**config.mk**
```make
export PLATFORM = sky130hd
export DESIGN_NAME = extirq_ctrl
export DESIGN_NICKNAME = d
export VERILOG_FILES = /design/src/rtl/extirq_pkg.sv /design/src/rtl/extirq_sync.sv /design/src/rtl/extirq_detect.sv /design/src/rtl/extirq_regs.sv /design/src/rtl/extirq_ctrl.sv
export SDC_FILE = /design/constraint.sdc
export NUM_CORES = 1
export LEC_CHECK = 0
export ABC_AREA = 1
export CAP_MARGIN = 20
export CORE_ASPECT_RATIO = 0.7
export CORE_MARGIN = 10
export CORE_UTILIZATION = 45
export DETAILED_ROUTE_END_ITERATION = 12
export PLACE_DENSITY_LB_ADDON = 0.12
export SLEW_MARGIN = 20
export SYNTH_ARGS = -nofsm -noshare
export SYNTH_HDL_FRONTEND = slang
export SYNTH_SLANG_ARGS = --single-unit
```
**constraint.sdc**
```tcl
create_clock -name clk -period 1.4 [get_ports clk]
set_clock_uncertainty 0.05 [all_clocks]
set_input_delay 0.14 -clock clk [delete_from_list [all_inputs] [get_ports clk]]
set_output_delay 0.14 -clock clk [all_outputs]
set_load 0.005 [all_outputs]
```
**src/rtl/extirq_pkg.sv**
```systemverilog
// Package: shared constants, register addresses and sense codes for the
// external interrupt pin controller. Assumes a 32-bit register bus.
package extirq_pkg;
    localparam int REG_W    = 32;
    localparam int PRIO_W   = 4;
    localparam int MODE_BIT = 23;
    localparam int ADDR_W   = 3;

    localparam logic [ADDR_W-1:0] A_SENSE = 3'd0;
    localparam logic [ADDR_W-1:0] A_PRIO  = 3'd1;
    localparam logic [ADDR_W-1:0] A_SRC   = 3'd2;
    localparam logic [ADDR_W-1:0] A_MSET  = 3'd3;
    localparam logic [ADDR_W-1:0] A_MCLR  = 3'd4;
    localparam logic [ADDR_W-1:0] A_MODE  = 3'd5;

    typedef enum logic [3:0] {
        SNS_FALL = 4'd0,
        SNS_RISE = 4'd1,
        SNS_LOW  = 4'd2,
        SNS_HIGH = 4'd3,
        SNS_BOTH = 4'd4
    } sense_e;

    // Lowest bit of pin p's field when fields of width fw are packed from the top.
    function automatic int field_lsb(input int p, input int fw);
        return REG_W - (p + 1) * fw;
    endfunction
endpackage

```
**src/rtl/extirq_sync.sv**
```systemverilog
// Module: two-flop synchroniser for a vector of asynchronous pins.
// Assumes each pin is independent; no bus coherency is implied.
module extirq_sync #(
    parameter int WIDTH = 8
) (
    input  logic             clk,
    input  logic             rst_n,
    input  logic [WIDTH-1:0] async_in,
    output logic [WIDTH-1:0] sync_out
);
    logic [WIDTH-1:0] stage1_q;
    logic [WIDTH-1:0] stage2_q;

    // Capture the pins, then re-register to settle metastability.
    always_ff @(posedge clk) begin
        if (!rst_n) begin
            stage1_q <= '0;
            stage2_q <= '0;
        end else begin
            stage1_q <= async_in;
            stage2_q <= stage1_q;
        end
    end

    assign sync_out = stage2_q;
endmodule

```
**src/rtl/extirq_detect.sv**
```systemverilog
// Module: per-pin event detector and source bit.
// Assumes pin_s is already synchronous. Edge senses latch until cleared;
// level senses make the source bit follow the active level.
module extirq_detect #(
    parameter int SENSE_W = 4
) (
    input  logic               clk,
    input  logic               rst_n,
    input  logic               pin_s,
    input  logic [SENSE_W-1:0] sense,
    input  logic               clr_stb,
    input  logic               clr_keep,
    output logic               src_q
);
    import extirq_pkg::*;

    logic       prev_q;
    logic [3:0] code;
    logic       rise, fall;
    logic       edge_mode, level_mode, edge_hit, level_act;

    assign code = 4'(sense);
    assign rise = pin_s & ~prev_q;
    assign fall = ~pin_s & prev_q;

    // Remember the previous synchronised level for edge detection.
    always_ff @(posedge clk) begin
        if (!rst_n) prev_q <= 1'b0;
        else        prev_q <= pin_s;
    end

    // Decode the sense code into edge/level behaviour.
    always_comb begin
        edge_mode  = 1'b0;
        level_mode = 1'b0;
        edge_hit   = 1'b0;
        level_act  = 1'b0;
        case (code)
            SNS_FALL: begin edge_mode = 1'b1;  edge_hit  = fall;        end
            SNS_RISE: begin edge_mode = 1'b1;  edge_hit  = rise;        end
            SNS_BOTH: begin edge_mode = 1'b1;  edge_hit  = rise | fall; end
            SNS_LOW:  begin level_mode = 1'b1; level_act = ~pin_s;      end
            SNS_HIGH: begin level_mode = 1'b1; level_act = pin_s;       end
            default:  begin edge_mode = 1'b1;  edge_hit  = 1'b0;        end
        endcase
    end

    // Update the source bit: level follows, edge latches, zero-write clears.
    always_ff @(posedge clk) begin
        if (!rst_n)                      src_q <= 1'b0;
        else if (level_mode)             src_q <= level_act;
        else if (edge_hit)               src_q <= 1'b1;
        else if (clr_stb && !clr_keep)   src_q <= 1'b0;
    end

    a_r5_edge_latch: assert property (@(posedge clk) disable iff (!rst_n)
        (edge_mode && edge_hit) |=> src_q);
    a_r5_edge_hold: assert property (@(posedge clk) disable iff (!rst_n)
        (edge_mode && src_q && !(clr_stb && !clr_keep)) |=> src_q);
    a_r6_level_follow: assert property (@(posedge clk) disable iff (!rst_n)
        level_mode |=> (src_q == $past(level_act)));
    a_r7_clear_edge: assert property (@(posedge clk) disable iff (!rst_n)
        (edge_mode && !edge_hit && clr_stb && !clr_keep) |=> !src_q);
endmodule

```
**src/rtl/extirq_regs.sv**
```systemverilog
// Module: register file for sense, priority, masks and mode, plus the
// combinational read mux. Assumes NUM_PINS*SENSE_W and NUM_PINS*4 fit 32 bits
// and NUM_PINS <= SRC_W.
module extirq_regs #(
    parameter int NUM_PINS     = 8,
    parameter int SENSE_W      = 4,
    parameter int SRC_W        = 8,
    parameter bit HAS_MODE_REG = 1'b1
) (
    input  logic                              clk,
    input  logic                              rst_n,
    input  logic                              bus_wr,
    input  logic [extirq_pkg::ADDR_W-1:0]     bus_addr,
    input  logic [extirq_pkg::REG_W-1:0]      bus_wdata,
    input  logic [NUM_PINS-1:0]               src_vec,
    output logic [extirq_pkg::REG_W-1:0]      bus_rdata,
    output logic [NUM_PINS-1:0][SENSE_W-1:0]  sense_fld,
    output logic [NUM_PINS-1:0]               prio_nz,
    output logic [NUM_PINS-1:0]               mask_q,
    output logic                              indiv_en,
    output logic                              clr_stb,
    output logic [NUM_PINS-1:0]               clr_keep
);
    import extirq_pkg::*;

    logic [NUM_PINS-1:0][PRIO_W-1:0] prio_fld;
    logic wr_sense, wr_prio, wr_src, wr_mset, wr_mclr, wr_mode;

    assign wr_sense = bus_wr && (bus_addr == A_SENSE);
    assign wr_prio  = bus_wr && (bus_addr == A_PRIO);
    assign wr_src   = bus_wr && (bus_addr == A_SRC);
    assign wr_mset  = bus_wr && (bus_addr == A_MSET);
    assign wr_mclr  = bus_wr && (bus_addr == A_MCLR);
    assign wr_mode  = bus_wr && (bus_addr == A_MODE);

    // Store the per-pin sense fields, pin 0 in the top field.
    always_ff @(posedge clk) begin
        if (!rst_n) sense_fld <= '0;
        else if (wr_sense)
            for (int n = 0; n < NUM_PINS; n++)
                sense_fld[n] <= bus_wdata[field_lsb(n, SENSE_W) +: SENSE_W];
    end

    // Store the per-pin priority nibbles, pin 0 in the top nibble.
    always_ff @(posedge clk) begin
        if (!rst_n) prio_fld <= '0;
        else if (wr_prio)
            for (int n = 0; n < NUM_PINS; n++)
                prio_fld[n] <= bus_wdata[field_lsb(n, PRIO_W) +: PRIO_W];
    end

    // Set or clear mask bits; zero bits leave the mask alone.
    always_ff @(posedge clk) begin
        if (!rst_n) mask_q <= '1;
        else
            for (int n = 0; n < NUM_PINS; n++) begin
                if (wr_mset && bus_wdata[SRC_W-1-n]) mask_q[n] <= 1'b1;
                if (wr_mclr && bus_wdata[SRC_W-1-n]) mask_q[n] <= 1'b0;
            end
    end

    // Reduce each priority nibble to a pass/block gate.
    always_comb begin
        for (int n = 0; n < NUM_PINS; n++) prio_nz[n] = |prio_fld[n];
    end

    // Map the source-clear write onto per-pin keep bits.
    always_comb begin
        clr_stb = wr_src;
        for (int n = 0; n < NUM_PINS; n++) clr_keep[n] = bus_wdata[SRC_W-1-n];
    end

    // Mode register is built only when the parameter asks for it.
    generate
        if (HAS_MODE_REG) begin : g_mode
            logic mode_q;
            // Hold the per-pin output enable bit.
            always_ff @(posedge clk) begin
                if (!rst_n)       mode_q <= 1'b0;
                else if (wr_mode) mode_q <= bus_wdata[MODE_BIT];
            end
            assign indiv_en = mode_q;
        end else begin : g_nomode
            assign indiv_en = 1'b1;
        end
    endgenerate

    // Drive the read data for the addressed register; write-only ones read 0.
    always_comb begin
        bus_rdata = '0;
        case (bus_addr)
            A_SENSE: for (int n = 0; n < NUM_PINS; n++)
                         bus_rdata[field_lsb(n, SENSE_W) +: SENSE_W] = sense_fld[n];
            A_PRIO:  for (int n = 0; n < NUM_PINS; n++)
                         bus_rdata[field_lsb(n, PRIO_W) +: PRIO_W] = prio_fld[n];
            A_SRC:   for (int n = 0; n < NUM_PINS; n++)
                         bus_rdata[SRC_W-1-n] = src_vec[n];
            A_MODE:  bus_rdata[MODE_BIT] = HAS_MODE_REG ? indiv_en : 1'b0;
            default: bus_rdata = '0;
        endcase
    end

    a_r8_mask_set: assert property (@(posedge clk) disable iff (!rst_n)
        (wr_mset && bus_wdata[SRC_W-1]) |=> mask_q[0]);
    a_r8_mask_clr: assert property (@(posedge clk) disable iff (!rst_n)
        (wr_mclr && bus_wdata[SRC_W-1]) |=> !mask_q[0]);
    a_r8_zero_noeffect: assert property (@(posedge clk) disable iff (!rst_n)
        ((wr_mset || wr_mclr) && !bus_wdata[SRC_W-1]) |=> $stable(mask_q[0]));
endmodule

```
**src/rtl/extirq_ctrl.sv**
```systemverilog
// Module: top of the external interrupt pin controller. Synchronises the
// pins, detects events per pin, gates them by mask, priority and mode, and
// drives per-pin and combined interrupt outputs.
module extirq_ctrl #(
    parameter int NUM_PINS     = 8,
    parameter int SENSE_W      = 4,
    parameter int SRC_W        = 8,
    parameter bit HAS_MODE_REG = 1'b1
) (
    input  logic                 clk,
    input  logic                 rst_n,
    input  logic [NUM_PINS-1:0]  pin_in,
    input  logic                 bus_wr,
    input  logic [2:0]           bus_addr,
    input  logic [31:0]          bus_wdata,
    output logic [31:0]          bus_rdata,
    output logic [NUM_PINS-1:0]  irq_pin,
    output logic                 irq_any
);
    logic [NUM_PINS-1:0]              pin_s;
    logic [NUM_PINS-1:0]              src_vec;
    logic [NUM_PINS-1:0][SENSE_W-1:0] sense_fld;
    logic [NUM_PINS-1:0]              prio_nz, mask_q, clr_keep;
    logic                             indiv_en, clr_stb;
    logic [NUM_PINS-1:0]              gated;

    extirq_sync #(.WIDTH(NUM_PINS)) u_sync (
        .clk(clk), .rst_n(rst_n), .async_in(pin_in), .sync_out(pin_s)
    );

    extirq_regs #(
        .NUM_PINS(NUM_PINS), .SENSE_W(SENSE_W),
        .SRC_W(SRC_W), .HAS_MODE_REG(HAS_MODE_REG)
    ) u_regs (
        .clk(clk), .rst_n(rst_n), .bus_wr(bus_wr), .bus_addr(bus_addr),
        .bus_wdata(bus_wdata), .src_vec(src_vec), .bus_rdata(bus_rdata),
        .sense_fld(sense_fld), .prio_nz(prio_nz), .mask_q(mask_q),
        .indiv_en(indiv_en), .clr_stb(clr_stb), .clr_keep(clr_keep)
    );

    generate
        for (genvar n = 0; n < NUM_PINS; n++) begin : g_pin
            extirq_detect #(.SENSE_W(SENSE_W)) u_det (
                .clk(clk), .rst_n(rst_n), .pin_s(pin_s[n]),
                .sense(sense_fld[n]), .clr_stb(clr_stb),
                .clr_keep(clr_keep[n]), .src_q(src_vec[n])
            );
            // a zero priority never lets the pin through.
            a_r3_prio_gate: assert property (@(posedge clk) disable iff (!rst_n)
                !prio_nz[n] |-> !irq_pin[n]);
        end
    endgenerate

    // Combine source, mask and priority; mode gates only the per-pin outputs.
    always_comb begin
        gated   = src_vec & ~mask_q & prio_nz;
        irq_pin = indiv_en ? gated : '0;
        irq_any = |gated;
    end

    a_r11_any_covers_pins: assert property (@(posedge clk) disable iff (!rst_n)
        (|irq_pin) |-> irq_any);
    a_r9_mode_gate: assert property (@(posedge clk) disable iff (!rst_n)
        !indiv_en |-> (irq_pin == '0));
    a_r8_mask_blocks: assert property (@(posedge clk) disable iff (!rst_n)
        ((irq_pin & mask_q) == '0));
endmodule

```
# ---- Word-level counts from Yosys, hierarchy flattened
# Cells that the tools add are included.
dict set report totals {
  input_bits 46
  mem_bits_rw 0
  mem_bits_ro 0
  register_bits 105
  latch_bits 0
  memories 0
  output_inout_bits 41
}
dict set report op_classes {
  mul 0
  n_reduce_logical 80
  magnitude_cmp 0
  n_bitwise 43
  mux 69
  div 0
  add_sub_neg 0
  shifts 0
  eq_ne 37
}
# op count
set op_table {}
lappend op_table {{4-bit by 2-bit equality test with 1-bit output (second input constant)} 16}
lappend op_table {{1-bit two-way mux} 48}
lappend op_table {{4-bit by 1-bit equality test with 1-bit output (second input constant)} 8}
lappend op_table {{4-bit by 3-bit equality test with 1-bit output (second input constant)} 8}
lappend op_table {{4-bit zero test} 8}
lappend op_table {{4-bit OR reduction} 8}
lappend op_table {{1-bit logical AND} 30}
lappend op_table {{15-bit one-hot mux with 2 select lines} 1}
lappend op_table {{1-bit one-hot mux with 3 select lines} 9}
lappend op_table {{8-bit one-hot mux with 3 select lines} 1}
lappend op_table {{3-bit nonzero test} 8}
lappend op_table {{1-bit bitwise AND} 16}
lappend op_table {{8-bit bitwise AND} 2}
lappend op_table {{1-bit NOT} 16}
lappend op_table {{1-bit one-hot mux with 2 select lines} 8}
lappend op_table {{8-bit one-hot mux with 2 select lines} 1}
lappend op_table {{2-bit nonzero test} 8}
lappend op_table {{2-bit OR reduction} 8}
lappend op_table {{1-bit zero test} 8}
lappend op_table {{8-bit two-way mux} 1}
lappend op_table {{8-bit NOT} 1}
lappend op_table {{1-bit bitwise OR} 8}
lappend op_table {{8-bit OR reduction} 1}
lappend op_table {{3-bit by 2-bit equality test with 1-bit output (second input constant)} 2}
lappend op_table {{3 further kinds} 4}

# ---- Longest topological paths before layout
dict set report depth {
  word_depth 6
  mapped_depth 7
  depth_no_buf 7
}

# ---- By module
# From an unflattened synthesis, not the netlist that was laid out.
dict set report hier_totals {
  hier_cells 840
  hier_area_um2 5485.3
}
# mod instances seq_area_each_um2 cells_each area_each_um2
set by_module_without_submodules {}
lappend by_module_without_submodules {extirq_regs 1 1461.4 559 3565.9}
lappend by_module_without_submodules {extirq_detect 8 40.0 25 157.7}
lappend by_module_without_submodules {extirq_sync 1 320.3 50 484.2}
lappend by_module_without_submodules {extirq_ctrl 1 0.0 31 173.9}

# ---- Least setup slack after synthesis
# No wires, ideal clock.
dict set report synth_path {
  path_kind {input to output}
  startpoint {in bus_addr[2]}
  endpoint {out bus_rdata[0]}
  n_path_buf 1
  path_slack_ns 0.303
  cell_stages 4
  arrival_ns 0.907
  t_required_ns 1.210
  cell_sequence {buf_4 nor2_2 nand2_1 o221ai_1}
}
dict set report synth_via {
  elab_chain_len 2
  elab_cells_between_ends 4
  classes_between {eq/ne (2); mux (1); reduce/logical (1)}
}
# element line
set synth_rtl {}
lappend synth_rtl {{from (decl)} extirq_ctrl.sv:14} ;# input logic [2:0] bus_addr,
lappend synth_rtl {{3-bit by 2-bit equality test with 1-bit output, or another cell as far along} extirq_regs.sv:91} ;# case (bus_addr)
lappend synth_rtl {{8-bit one-hot mux with 3 select lines *} extirq_regs.sv:91}
lappend synth_rtl {{to (decl)} extirq_ctrl.sv:16} ;# output logic [31:0] bus_rdata,
# Every way passes the cells marked *; elsewhere a longest branch is shown, timed or not.

# ---- Worst setup path in the final report
dict set report layout_path {
  startpoint {reg u_regs.prio_fld[12] (netlist bit)}
  endpoint {out irq_any}
}
dict set report layout_via {
  elab_chain_len 3
}
# element line
set layout_rtl {}
lappend layout_rtl {{from (decl)} extirq_regs.sv:26} ;# logic [NUM_PINS-1:0][PRIO_W-1:0] prio_fld;
lappend layout_rtl {{from (signal, indexed assignment)} extirq_regs.sv:49} ;# prio_fld[n] <= bus_wdata[field_lsb(n, PRIO_W) +: PRIO_W];
lappend layout_rtl {{4-bit OR reduction} extirq_regs.sv:64} ;# for (int n = 0; n < NUM_PINS; n++) prio_nz[n] = |prio_fld[n];
lappend layout_rtl {{8-bit bitwise AND} extirq_ctrl.sv:56} ;# gated = src_vec & ~mask_q & prio_nz;
lappend layout_rtl {{8-bit OR reduction} extirq_ctrl.sv:58} ;# irq_any = |gated;
lappend layout_rtl {{to (decl)} extirq_ctrl.sv:18} ;# output logic irq_any
# Every way passes these cells.

==> impl_metrics.csv <==
group,metric,value,unit
status,status,"finished, violations left",
status,violations,"setup timing",
routing,ant_nets,0,
pwr,p_per_area,979,nW/µm²
global_route,grtUsageTotal,20.1,%
routing,met2_wirelength,7820,µm
synth,synth_top_cell_by_area,"dfxtp_1",
floorplan,fp.dieH,107,µm
critical_path,worstSetupEndpointType,"primary output",
routing,vias,5067,
clock_tree,htreeDepth,3,
routing,wl_per_cell,16.5,µm
synth,ys_ff_latch,105,
clock_tree,clk_latency,0.35,ns
sta,post-route-min-period,1.53,ns
sta,hold_violations,0,
critical_path,ff2ff_path_depth,6,
floorplan,die_w,144,µm
clock_tree,numCtsBuffers,9,
sta,tightest_slew,0.328,ns
sta,final-max-slew-violation-count,0,
placed_design,placed_area,6320,µm²
global_route,grt_pass1_vias,5051,
routing,met1Wirelength,6790,µm
pwr,peakVddDrop,0.705,mV
synth,synth_top_area_share,43.5,%
sta,min_period_over_period,109,%
floorplan,pin_count,87,
sta,worst_slack,-0.128,ns
critical_path,critPathCapture,"irq_any",
synth,synth_cells,674,
critical_path,worst_ep_arrival_time,1.34,ns
global_route,grt_pass1_wl,24900,µm
clock_tree,cts_hold_buffers,0,
critical_path,ff2ff_setup_slack,0.09,ns
placed_design,gp_routability_congestion,0.894,
layout,num-nets-final,894,
placed_design,port_buffers,86,
floorplan,rows,31,
critical_path,path_class,"reg2out",
clock_tree,cts_tree,"yes",
pwr,leakage,3.09,nW
routing,viasPerCell,5.23,
synth,ys_seq_area_share,43.5,%
critical_path,startpoint,"u_regs.prio_fld[12]",
synth,yosysUniqueCellTypes,26,
sta,setup_viol,2,
routing,drtIter0Drc,364,
layout,fin_util,65.8,%
worst_hold_path,hp-class,"in2reg",
global_route,antenna_found_initial,0,
global_route,grt_overflow,0,
synth,synth_nets,736,
critical_path,cp_data_required_time,1.21,ns
routing,top_layer,"met4",
floorplan,coreArea,10400,µm²
placed_design,placedCellCount,933,
synth,yosysWarnings,0,
routing,wirelength,16000,µm
layout,syn_to_final_growth,41.7,%
critical_path,rr_startpoint,"g_pin[3].u_det.prev_q",
layout,postLayoutCellArea,6840,µm²
synth,syn_area_per_cell,7.16,µm²
run,drv_cap,0,
clock_tree,clockRootBuffer,"clkbuf_16",
sta,fmax,0.655,GHz
floorplan,start_util,46.4,%
critical_path,startpoint_type,"flip-flop",
clock_tree,cts_num_sinks,105,
critical_path,critPathMaxStageDelay,0.32,ns
critical_path,crit_fanout,2,
floorplan,die_area,15300,µm²
critical_path,crit_path_top_delay_cell,"dfxtp_2",
clock_tree,clkSlewWorstSetupHoldPaths,0.07,ns
critical_path,path_cells,"inv_2 > nand4_1 > nand2_2 > nand2_1 > nor2_1 > nand2_1 > buf_2",
critical_path,r2r-end,"g_pin[3].u_det.src_q",
clock_tree,clockBufferDepth,2,
global_route,grt_max_degree,60,
routing,dr_wl_met3,1230,µm
sta,max_slew_margin,77.9,%
synth,syn_area,4830,µm²
layout,n_fill_cell,898,
synth,ys_top_cells_by_area,"dfxtp_1 44%, o21ai_0 9.2%, inv_1 8.0%",
routing,drc,0,
layout,drive_above_1_share,27.1,%
layout,layout.cells.non_filler,969,
sta,rsz0062_at_grt,"true",
layout,diodes,0,
critical_path,cpMostUsedCell,"nand2_1",
routing,drt_first_pass_iters,5,
placed_design,hpwl,11100,µm
[cell usage in the layout, fill, tap and decap left out, types with 6 or more instances in the layout]
cell and instances:
clkbuf_16 10, a21oi_1 62, buf_4 69, inv_1 86, nor2_2 7, nor2_1 79, nand2_1 93, inv_2 18
ha_1 16, dfxtp_2 16, nand2_2 7, buf_12 10, nand4_1 7, o21ai_1 6, o22ai_1 13, nor2_4 6
nand3_1 20, buf_2 43, dfxtp_1 89, o21ai_0 81, clkdlybuf4s50_1 41
[routing by layer]
metal  vias up  track usage, %
met5         -               0
met4         0            5.96
met3        16            5.91
met2       183            33.4
met1      2373            24.6
li1       2495               -
[stage by stage]
step | hold slack [ns] | power [mW] | setup WS (ns) | setup TNS (ns)
final | 0.176 | 6.70 | -0.128 | -0.174
after global routing | 0.167 | 6.96 | -0.196 | -0.453
after CTS | 0.149 | 6.69 | -0.131 | -0.275
after detailed placement | 0.348 | 4.08 | -0.776 | -41.74
after global placement | 0.347 | 4.05 | -0.749 | -43.20
after floorplan | 0.188 | 3.64 | 0.303 | 0
[cell families (layout without fill, tap and decap cells)]
logic type               count (synthesis)  count (layout)  share of synthesized area [%]
XOR/XNOR                                 4               4                          0.726
adder cells (fa/ha/maj)                 16              16                           4.15
AO/OA/AOI/OAI                          185             185                           20.7
buffers and inverters                  136             299                           11.5
AND/OR/NAND/NOR                        228             228                           19.3
flip-flops                             105             105                           43.5
[worst min path at each step]
stage                             from                  to  slack, ns  depth (start not counted)
CTS                              rst_n    u_regs.mask_q[2]       0.15                          3
global route                     rst_n    u_regs.mask_q[5]       0.17                          3
detailed placement  u_sync.stage1_q[0]  u_sync.sync_out[0]       0.35                          2
finish                           rst_n    u_regs.mask_q[2]       0.18                          3
floorplan                    pin_in[0]  u_sync.stage1_q[0]       0.19                          2
global placement    u_sync.stage1_q[1]  u_sync.sync_out[1]       0.35                          2
[synth_stat cells]
cell type and number:
dfxtp_1 105, inv_1 103, nand2_1 101, nor2_1 89, o21ai_0 89, a21oi_1 62
nand3_1 22, o22ai_1 17, ha_1 16, clkbuf_1 12, buf_2 11, o221ai_1 9
nand4_1 7, a22o_1 5, xnor2_1 4, buf_6 3, o21ai_1 3, buf_4 2
clkinv_1 2, inv_2 2, nand2_2 2, nand3b_1 2, nor2_4 2, nor3_1 2
inv_4 1, nor2_2 1
[state kept, by name, indices dropped and copies added (netlist names)]
register,cells
u_regs.prio_fld,32
u_regs.sense_fld,32
g_pin.u_det.prev_q,8
g_pin.u_det.src_q,8
u_regs.mask_q,8
u_sync.stage1_q,8
u_sync.sync_out,8
u_regs.indiv_en,1
[area by class of cell]
type	instances	area, µm²	share of cell area, %
well taps	132	165	2.42
inverters	108	419	6.13
repair buffers	174	1470	21.5
repair inverters	1	6.26	0.0915
flip-flops and latches	105	2120	31.0
clock buffers	9	225	3.29
clock inverters	7	78.8	1.15
multi-input cells	433	2350	34.4
[timing repair]
| action | in CTS | in global routing |
|---|---|---|
| cloned | 2 | 1 |
| pin swaps | 25 | 21 |
| endpoints found under the setup margin | 43 | 37 |
| buffers inserted | 14 | 5 |
| resized for setup | 232 | 44 |
[power breakdown]
group	leakage, nW	internal, mW	switching [mW]	total (mW)
Sequential	0.864	3.11	0.0801	3.19
Combinational	2.07	0.439	0.489	0.928
Clock	0.150	1.41	1.17	2.58
Total	3.09	4.96	1.74	6.70
[critical path, delay by kind of cell, from the launching register on]
kind,cells,cell delay [ns]
flip-flops,1,0.32
buffers and inverters,2,0.18
AND/OR/NAND/NOR,5,0.48
Note: power is estimated with default switching activity, not from simulation.
